## src/rtl/sbag_pkg.sv

```systemverilog
// Package: shared types and helpers for the strided address generator.
// Assumes the size code is 2 bits wide and beats are at most 8 bytes.
package sbag_pkg;

    typedef enum logic [1:0] {
        MOVE_INC  = 2'd0,
        MOVE_DEC  = 2'd1,
        MOVE_HOLD = 2'd2,
        MOVE_WRAP = 2'd3
    } move_e;

    localparam int BEAT_W = 4;

    // Converts a size code into the beat size in bytes.
    function automatic logic [BEAT_W-1:0] beat_from_code(input logic [1:0] code);
        return BEAT_W'(1) << code;
    endfunction

endpackage

```

## src/rtl/sbag_cfg_reg.sv

```systemverilog
// Module: sbag_cfg_reg
// Captures the transfer configuration on a load pulse and holds it for the
// whole transfer. It decodes the packed word into size, movement, block size
// and stride. It assumes the word layout {size[1:0], move[1:0], blk[FW-1:0],
// stride[FW-1:0]} with the most significant field first.
module sbag_cfg_reg
    import sbag_pkg::*;
#(
    parameter int AW = 32,
    parameter int FW = 14
) (
    input  logic                clk,
    input  logic                rst_n,
    input  logic                load_i,
    input  logic [2*FW+3:0]     cfg_word_i,
    input  logic                stride_en_i,
    input  logic [AW-1:0]       base_i,
    output move_e               move_o,
    output logic [BEAT_W-1:0]   beat_o,
    output logic [FW-1:0]       blk_o,
    output logic [FW-1:0]       stride_o,
    output logic                stride_en_o,
    output logic [AW-1:0]       base_o
);

    localparam int SIZE_LSB = 2*FW + 2;
    localparam int MOVE_LSB = 2*FW;

    // Holds the decoded configuration from one start to the next.
    always_ff @(posedge clk) begin
        if (!rst_n) begin
            move_o      <= MOVE_INC;
            beat_o      <= BEAT_W'(1);
            blk_o       <= '0;
            stride_o    <= '0;
            stride_en_o <= 1'b0;
            base_o      <= '0;
        end else if (load_i) begin
            move_o      <= move_e'(cfg_word_i[MOVE_LSB+1:MOVE_LSB]);
            beat_o      <= beat_from_code(cfg_word_i[SIZE_LSB+1:SIZE_LSB]);
            blk_o       <= cfg_word_i[2*FW-1:FW];
            stride_o    <= cfg_word_i[FW-1:0];
            stride_en_o <= stride_en_i;
            base_o      <= base_i;
        end
    end

endmodule

```

## src/rtl/sbag_step.sv

```systemverilog
// Module: sbag_step
// Purely combinational next-address logic. From the current address, the
// burst offset and the block counter it computes their values after one
// accepted beat. It assumes BURST_BYTES is a power of two of at least 8, so
// that the offset wraps by plain truncation.
module sbag_step
    import sbag_pkg::*;
#(
    parameter int AW          = 32,
    parameter int FW          = 14,
    parameter int BURST_BYTES = 32
) (
    input  logic [AW-1:0]       addr_i,
    input  logic [AW-1:0]       base_i,
    input  logic [$clog2(BURST_BYTES)-1:0] off_i,
    input  logic [FW:0]         blk_cnt_i,
    input  move_e               move_i,
    input  logic [BEAT_W-1:0]   beat_i,
    input  logic [FW-1:0]       blk_i,
    input  logic [FW-1:0]       stride_i,
    input  logic                stride_en_i,
    output logic [AW-1:0]       addr_o,
    output logic [$clog2(BURST_BYTES)-1:0] off_o,
    output logic [FW:0]         blk_cnt_o
);

    localparam int OFF_W = $clog2(BURST_BYTES);

    logic [AW-1:0] beat_ext;
    logic [AW-1:0] stride_ext;
    logic [FW:0]   blk_sum;
    logic          blk_end;
    logic [OFF_W-1:0] off_sum;

    // Widens the operands and forms the block and burst partial sums.
    always_comb begin
        beat_ext   = AW'(beat_i);
        stride_ext = AW'(stride_i);
        blk_sum    = blk_cnt_i + (FW+1)'(beat_i);
        blk_end    = blk_sum >= {1'b0, blk_i};
        off_sum    = off_i + OFF_W'(beat_i);
    end

    // Selects the next address by addressing mode.
    always_comb begin
        addr_o    = addr_i;
        off_o     = off_i;
        blk_cnt_o = blk_cnt_i;
        if (stride_en_i) begin
            if (blk_end) begin
                addr_o    = addr_i + beat_ext + stride_ext;
                blk_cnt_o = '0;
            end else begin
                addr_o    = addr_i + beat_ext;
                blk_cnt_o = blk_sum;
            end
        end else begin
            unique case (move_i)
                MOVE_INC:  addr_o = addr_i + beat_ext;
                MOVE_DEC:  addr_o = addr_i - beat_ext;
                MOVE_HOLD: addr_o = addr_i;
                MOVE_WRAP: begin
                    off_o  = off_sum;
                    addr_o = base_i + AW'(off_sum);
                end
                default:   addr_o = addr_i;
            endcase
        end
    end

endmodule

```

## src/rtl/sbag_budget.sv

```systemverilog
// Module: sbag_budget
// Tracks the remaining byte budget and owns the valid and done flags. A
// load with zero bytes goes straight to done. It assumes that fire_i is
// only high while valid_o is high.
module sbag_budget
    import sbag_pkg::*;
#(
    parameter int CW = 24
) (
    input  logic              clk,
    input  logic              rst_n,
    input  logic              load_i,
    input  logic [CW-1:0]     total_i,
    input  logic              fire_i,
    input  logic [BEAT_W-1:0] beat_i,
    output logic              valid_o,
    output logic              done_o,
    output logic              last_o
);

    logic [CW-1:0] rem_q;

    // Flags the final beat: what remains fits within one beat.
    always_comb last_o = rem_q <= CW'(beat_i);

    // Counts the budget down and sequences the valid and done flags.
    always_ff @(posedge clk) begin
        if (!rst_n) begin
            rem_q   <= '0;
            valid_o <= 1'b0;
            done_o  <= 1'b0;
        end else if (load_i) begin
            rem_q   <= total_i;
            valid_o <= total_i != '0;
            done_o  <= total_i == '0;
        end else if (fire_i) begin
            if (last_o) begin
                rem_q   <= '0;
                valid_o <= 1'b0;
                done_o  <= 1'b1;
            end else begin
                rem_q   <= rem_q - CW'(beat_i);
            end
        end
    end

endmodule

```

## src/rtl/strided_addr_gen.sv

```systemverilog
// Module: strided_addr_gen (top)
// Issues one address per accepted beat for one side of a DMA transfer. It
// supports increment, decrement, static, wrapping-burst and block-plus-
// stride walks, and stops after a programmed byte count. It assumes the
// configuration inputs are valid on the start cycle only.
module strided_addr_gen
    import sbag_pkg::*;
#(
    parameter int AW          = 32,
    parameter int CW          = 24,
    parameter int FW          = 14,
    parameter int BURST_BYTES = 32
) (
    input  logic              clk,
    input  logic              rst_n,
    input  logic              start_i,
    input  logic [2*FW+3:0]   cfg_word_i,
    input  logic              stride_en_i,
    input  logic [AW-1:0]     base_addr_i,
    input  logic [CW-1:0]     total_bytes_i,
    output logic              addr_valid_o,
    input  logic              addr_ready_i,
    output logic [AW-1:0]     addr_o,
    output logic [BEAT_W-1:0] beat_bytes_o,
    output logic              done_o
);

    localparam int OFF_W = $clog2(BURST_BYTES);

    move_e             move_q;
    logic [FW-1:0]     blk_q;
    logic [FW-1:0]     stride_q;
    logic              stride_en_q;
    logic [AW-1:0]     base_q;
    logic [AW-1:0]     addr_q;
    logic [OFF_W-1:0]  off_q;
    logic [FW:0]       blk_cnt_q;
    logic [AW-1:0]     addr_nxt;
    logic [OFF_W-1:0]  off_nxt;
    logic [FW:0]       blk_cnt_nxt;
    logic              fire;
    logic              last_w;

    sbag_cfg_reg #(.AW(AW), .FW(FW)) u_cfg (
        .clk         (clk),
        .rst_n       (rst_n),
        .load_i      (start_i),
        .cfg_word_i  (cfg_word_i),
        .stride_en_i (stride_en_i),
        .base_i      (base_addr_i),
        .move_o      (move_q),
        .beat_o      (beat_bytes_o),
        .blk_o       (blk_q),
        .stride_o    (stride_q),
        .stride_en_o (stride_en_q),
        .base_o      (base_q)
    );

    sbag_step #(.AW(AW), .FW(FW), .BURST_BYTES(BURST_BYTES)) u_step (
        .addr_i      (addr_q),
        .base_i      (base_q),
        .off_i       (off_q),
        .blk_cnt_i   (blk_cnt_q),
        .move_i      (move_q),
        .beat_i      (beat_bytes_o),
        .blk_i       (blk_q),
        .stride_i    (stride_q),
        .stride_en_i (stride_en_q),
        .addr_o      (addr_nxt),
        .off_o       (off_nxt),
        .blk_cnt_o   (blk_cnt_nxt)
    );

    sbag_budget #(.CW(CW)) u_budget (
        .clk     (clk),
        .rst_n   (rst_n),
        .load_i  (start_i),
        .total_i (total_bytes_i),
        .fire_i  (fire),
        .beat_i  (beat_bytes_o),
        .valid_o (addr_valid_o),
        .done_o  (done_o),
        .last_o  (last_w)
    );

    // A beat is accepted only while an address is on offer.
    always_comb fire = addr_valid_o && addr_ready_i;

    // Loads the walk state on start and advances it on each accepted beat.
    always_ff @(posedge clk) begin
        if (!rst_n) begin
            addr_q    <= '0;
            off_q     <= '0;
            blk_cnt_q <= '0;
        end else if (start_i) begin
            addr_q    <= base_addr_i;
            off_q     <= '0;
            blk_cnt_q <= '0;
        end else if (fire) begin
            addr_q    <= addr_nxt;
            off_q     <= off_nxt;
            blk_cnt_q <= blk_cnt_nxt;
        end
    end

    // Drives the offered address from the walk register.
    always_comb addr_o = addr_q;

endmodule

```

## config.mk

```make
export PLATFORM = sky130hd
export DESIGN_NAME = strided_addr_gen
export DESIGN_NICKNAME = d
export VERILOG_FILES = /design/src/rtl/sbag_pkg.sv /design/src/rtl/sbag_cfg_reg.sv /design/src/rtl/sbag_step.sv /design/src/rtl/sbag_budget.sv /design/src/rtl/strided_addr_gen.sv
export SDC_FILE = /design/constraint.sdc
export NUM_CORES = 1
export LEC_CHECK = 0
export BUFFER_PORTS_ARGS = -buffer_cell sky130_fd_sc_hd__buf_2
export CAP_MARGIN = 10
export CORE_AREA = 2 2 155 172
export CTS_CLUSTER_SIZE = 40
export DETAILED_ROUTE_END_ITERATION = 16
export DIE_AREA = 0 0 157 174
export PLACE_DENSITY = 0.76
export SYNTH_ARGS = -nofsm -noshare
export SYNTH_HDL_FRONTEND = slang
export SYNTH_SLANG_ARGS = --single-unit
```

## constraint.sdc

```tcl
create_clock -name clk -period 11.87 [get_ports clk]
set_clock_uncertainty 0.15 [all_clocks]
set_input_delay 1.187 -clock clk [delete_from_list [all_inputs] [get_ports clk]]
set_output_delay 1.187 -clock clk [all_outputs]
set_load 0.005 [all_outputs]
```

**Word-level counts from Yosys, hierarchy flattened**

Index checks and enable logic that the tools add are counted.
Widths: inputs -> output; s select.

- Logic and storage cells: 54
- Bits in writable memories: 0
- Latch bits: 0
- Memories: 0
- Output and inout port bits: 38
- Flip-flop bits (word level): 145
- Memory bits (read-only): 0
- Input port bits: 93

- Magnitude comparators: 2
- $add $sub $neg: 7
- Bitwise operators: 2
- $mul: 0
- Multiplexer cells: 15
- Reductions and logical operators: 11
- Shift operators: 1
- Divide/modulo/power cells: 0
- Equal/unequal tests: 4

Operators with widths:

| operator | number |
|---|---|
| $mux 32 | 4 |
| $pmux 32 s3 | 1 |
| $mux 24 | 3 |
| $add 32x14->32 | 1 |
| $add 32x4->32 | 1 |
| $add 32x5->32 | 1 |
| $sub 32x4->32 | 1 |
| $le 24x4->1 | 1 |
| $logic_not 24->1 | 1 |
| $reduce_bool 24->1 | 1 |
| $sub 24x4->24 | 1 |
| $add 15x4->15 | 1 |
| $ge 15x14->1 | 1 |
| $mux 15 | 1 |
| $mux 1 | 6 |
| $reduce_and 2->1 | 3 |
| $add 5x4->5 | 1 |
| $eq 2x2->1 const B | 2 |
| $reduce_bool 2->1 | 2 |
| $shl 1x2->4 const A | 1 |
| $ne 3x3->1 const B | 1 |
| $reduce_and 3->1 | 1 |
| $eq 2x1->1 const B | 1 |
| $logic_not 2->1 | 1 |
| 3 further kinds | 4 |

**Depth between registers and ports, before layout**

- Depth after elaboration: 6
- Gate-level depth with buffers: 21
- Mapped depth without buffers: 18

**Modules after synthesis**

From an unflattened synthesis, not the netlist that was laid out.

- Cells, all modules: 1621
- Area total of the unflattened synthesis: 12971.2 µm²

By module, submodules not included:

| module | sequential area each (µm²) | area an instance (µm²) | times used | cells each |
|---|---|---|---|---|
| sbag_step | 0.0 | 6038.3 | 1 | 903 |
| strided_addr_gen | 1041.0 | 2606.2 | 1 | 277 |
| sbag_cfg_reg | 1341.3 | 2580.0 | 1 | 220 |
| sbag_budget | 520.5 | 1746.7 | 1 | 221 |

**Worst setup path before layout**

OpenSTA, ideal clock, no wires.

- Path kind: reg2reg
- From: register u_cfg.beat_o[1]
- To: register addr_q[11], in the netlist addr_o[11]
- Stages on the path, launching flop included: 18
- Path slack: 7.213 ns
- Arrival: 4.383 ns
- Path buffers: 3
- Required time: 11.596 ns
- Cell sequence: dfxtp_1 -> ha_1 -> a21o_1 -> a21oi_1 -> nor2b_1 -> o21ai_0 -> or2_2 -> clkbuf_1 -> xnor2_1 -> ha_1 -> and4_1 -> a221o_1 -> a211o_1 -> nor2_1 -> clkbuf_1 -> clkbuf_1 -> mux2i_1 -> o22ai_1

- Word-level cells in the longest chain between the ends: 6
- Elaborated cells between the ends (all ways): 12
- Classes of those cells: add/sub: 6; order compare: 1; mux: 5

Ends and longest elaborated chain:

| item | line | RTL |
|---|---|---|
| start: declaration | sbag_cfg_reg.sv:19 | `output logic [BEAT_W-1:0] beat_o,` |
| start signal: assignment | sbag_cfg_reg.sv:40 | `beat_o <= beat_from_code(cfg_word_i[SIZE_LSB+1:SIZE_LSB]);` |
| $add 32x4->32 (tied with other cells) | sbag_step.sv:51, sbag_step.sv:54, sbag_step.sv:59 |  |
| $add 32x14->32 (tied with other cells) | sbag_step.sv:51 | `addr_o = addr_i + beat_ext + stride_ext;` |
| $mux 32 / $pmux 32 s3 (equally long branches) | sbag_step.sv:50, sbag_step.sv:58 |  |
| $mux 32 (*) | sbag_step.sv:49 | `if (stride_en_i) begin` |
| $mux 32 (*) | strided_addr_gen.sv:99 | `end else if (fire) begin` |
| $mux 32 (*) | strided_addr_gen.sv:95 | `end else if (start_i) begin` |
| end signal: assignment | strided_addr_gen.sv:96 | `addr_q <= base_addr_i;` |
| end signal: assignment | strided_addr_gen.sv:100 | `addr_q <= addr_nxt;` |
| end: declaration | strided_addr_gen.sv:35 | `logic [AW-1:0] addr_q;` |

Mark *: on every way between the ends. The rest lies on a longest branch, timed or not. The select of a mux whose other input is x is not followed.
A chain may end at the register's enable or synchronous reset.

**Worst setup path after layout**

- From: register u_cfg.beat_o[1]
- To: register addr_q[30], in the netlist addr_o[30]

Same word-level chain as after synthesis.

==> results.yml <==
clocking:
  cts.sinks: 145
  clk_pin_slew_worst_paths_ps: 70
  cts_setup_buffers: 0
  numCtsBuffers: 17
  holdBufCountCts: 0
  cts_root_buf: "clkbuf_16"
  cts_resized: 0
  worstSkewPairLatency_ps: 440
  cts_buffer_depth: 2
  h-tree-depth: 4
  cts_tree: "done"
synth:
  syn-instance-count: 1469
  ys_warn_count: 0
  async_flop_share_pct: 0
  ys.flop_type: "dfxtp_1"
  synth_nets: 1622
  netlist_area_mm2: 0.0114
  yosysTopAreaCell: "dfxtp_1"
  ys_ff_latch: 145
  yosysUniqueCellTypes: 81
  synth_top_area_share_pct: 25.5
  ys_seq_area_share_pct: 25.5
  netlist_top_cells_area: "dfxtp_1 25%, mux2i_1 5.9%, xnor2_1 5.8%"
  synth_edf_count: 0
  avgSynthCellArea_um2: 7.75
place:
  dpl.hpwl_mm: 27.4
  pre_cts_ws_ps: 6640
  port_buffers: 130
  gp_congestion: 1.01
critical_path:
  worstSetupPathType: "register to register"
  reg2reg_from: "u_cfg.beat_o[1]$_SDFFE_PN0P_"
  end_kind: "register"
  required_ps: 12040
  cp.arrival_ps: 5540
  setup.worst_path.end: "addr_o[30]$_SDFFE_PN0P_"
  crit_family: "simple AND/OR/NAND/NOR gates"
  r2r_cells: 18
  critPathMaxStageDelay_ps: 530
  crit_fanout: 9
  crit_chain: "inv_1 > ha_1 > nor2b_1 > o21ai_0 > nand2_1 > and4_1 > xnor2_1 > inv_1 > ha_1 > and3_1 > o211a_1 > a21oi_1 > o21ai_0 > o21ai_1 > nor3_2 > nand3_1 > and3_1 > or3_1"
  cp.depth: 18
  critPathSlowestCell: "dfxtp_1"
  worstSetupStartpoint: "u_cfg.beat_o[1]$_SDFFE_PN0P_"
  cp-start-kind: "register"
  crit_buf_inv: 2
  reg2reg_slack_ps: 6500
  reg2reg_to: "addr_o[30]$_SDFFE_PN0P_"
sta:
  max_clock_freq_ghz: 0.186
  rsz0062_at_grt: "no"
  worst_pin_slew_ps: 1030
  finalSetupViolCount: 0
  min_period_ps: 5370
  slew_violations: 0
  relSlewSlack_pct: 30.8
  fin_crit_sh_pct: 45.3
  worst_slack_ps: 6500
  finalSetupTns_ps: 0
  finalHoldViolCount: 0
power_and_ir_drop:
  p_leak_nw: 5.16
  power.density_mw_per_mm2: 113
  peakVddDrop_v: 0.0000967
grt:
  grt_overflow_total: 0
  grt_pass1_vias: 11300
  antenna_found_initial: 2
  gr-usage-all-layers_pct: 27.0
  grt_pass1_wl_mm: 58.5
  grt_max_degree: 90
detailed_routing:
  drtPass1Iterations: 7
  drtAntennaViolNets: 0
  drt_iter0_markers: 1126
  routed_wl_mm: 36.8
  drc: 0
  via_count: 11700
  wire_per_inst_um: 19.3
  routed_via_density: 6.11
die:
  rows: 62
  pin_count: 131
  core_area_mm2: 0.0257
  start_util_pct: 44.3
  die-area_mm2: 0.0273
  die_width_um: 157
  fp.dieH_um: 174
final_layout:
  layout_common_cells: "145 x dfxtp_1, 133 x nand2_1, 128 x buf_2"
  final_common_cell: "dfxtp_1"
  area_delta_synth_final_pct: 12.1
  drive_gt1_share_pct: 12.9
  nets: 1695
min_path:
  hp-class: "register to register"
  min_from: "u_budget.rem_q[10]$_SDFFE_PN0P_"
status:
  status: "finished clean"
flow_run:
  maxCapViolCount: 0
==> worst register-to-register path, cell delays in order, from the launching register on <==
cell	delay, ps
dfxtp_1	530
inv_1	250
ha_1	350
nor2b_1	80
o21ai_0	460
nand2_1	360
and4_1	330
xnor2_1	180
inv_1	100
ha_1	370
and3_1	230
o211a_1	160
a21oi_1	100
o21ai_0	230
o21ai_1	250
nor3_2	430
nand3_1	160
and3_1	200
or3_1	330
==> registers in the layout, summed over array words and instances (netlist names) <==
register,flops
addr_o,32
u_cfg.base_o,32
u_budget.rem_q,24
blk_cnt_q,15
u_cfg.blk_o,14
u_cfg.stride_o,14
off_q,5
u_cfg.beat_o,4
u_cfg.move_o,2
u_budget.done_o,1
u_budget.valid_o,1
u_cfg.stride_en_o,1
==> final cells by class <==
type                            count  area (µm²)
Timing Repair Buffer              141         742
Fill cell                        2516       12900
Clock inverter                     13         103
Clock buffer                       19         443
Inverter                           54         203
Sequential cell                   145        2900
Multi-Input combinational cell   1183        7930
Antenna cell                        2        5.00
Tap cell                          352         440
==> through the flow <==
stage | hold WS, ps | power (mW) | std cells | area, µm² | util, %
3_5_place_dp | 304 | 0.924 | 1875 | 12200 | 47.6
6_report | 315 | 1.44 | 1909 | 12800 | 49.7
4_1_cts | 313 | 1.44 | 1907 | 12800 | 49.7
2_1_floorplan | 286 | 0.813 | 1469 | 11400 | -
5_1_grt | 347 | 1.50 | 1909 | 12800 | 49.7
3_3_place_gp | 300 | 0.917 | 1875 | 12200 | 47.6
==> power by group <==
group	total [mW]	switching [mW]	internal (mW)
Sequential	0.566	0.0496	0.517
Clock	0.518	0.242	0.277
Combinational	0.357	0.209	0.148
==> worst min path at each step <==
stage / to / slack (ps) / depth (start not counted)
detailed placement: blk_cnt_q[2]$_SDFFE_PP0P_ / 300 / 2
global route: u_budget.rem_q[10]$_SDFFE_PN0P_ / 350 / 2
global placement: blk_cnt_q[3]$_SDFFE_PP0P_ / 300 / 2
floorplan: blk_cnt_q[2]$_SDFFE_PP0P_ / 290 / 2
CTS: blk_cnt_q[2]$_SDFFE_PP0P_ / 310 / 2
finish: u_budget.rem_q[10]$_SDFFE_PN0P_ / 310 / 2
==> synth_stat cells, types with 11 or more instances <==
library cell,instances
mux2i_1,67
o21ai_0,78
a211oi_1,14
nor2_1,121
o211ai_1,30
dfxtp_1,145
nand3_1,50
a21o_1,15
inv_1,53
a31oi_1,12
nand4_1,26
xnor2_1,76
xor2_1,51
ha_1,53
clkbuf_1,62
a221oi_1,11
o221ai_1,13
nor2b_1,71
a21oi_1,85
a21boi_0,24
nor3_1,41
nand2_1,133
and3_1,26
buf_2,14
and2_1,13
nor4_1,15
==> logic make-up (layout without fill, tap and decap cells) <==
| kind of cell | after synthesis | in the layout | synth area share (%) |
|---|---|---|---|
| xor gates and xnor gates | 127 | 127 | 9.77 |
| DFF | 145 | 145 | 25.5 |
| muxes | 69 | 69 | 6.09 |
| AOI/OAI and AO/OA | 370 | 370 | 21.7 |
| other | 0 | 2 | 0 |
| buffers and inverters | 141 | 227 | 4.93 |
| adders and majority gates | 60 | 60 | 7.05 |
| and+or+nand+nor | 557 | 557 | 25.0 |
==> layer usage <==
metal  vias to the layer above  global-route usage, %  routed length [µm]
met1                      5463                   32.6               14200
met2                       578                   44.2               17400
met5                         -                      0                   0
li1                       5444                      -                   -
met4                         0                   14.8                2060
met3                       173                   6.03                3160
Power figures use the tool's default switching activity.
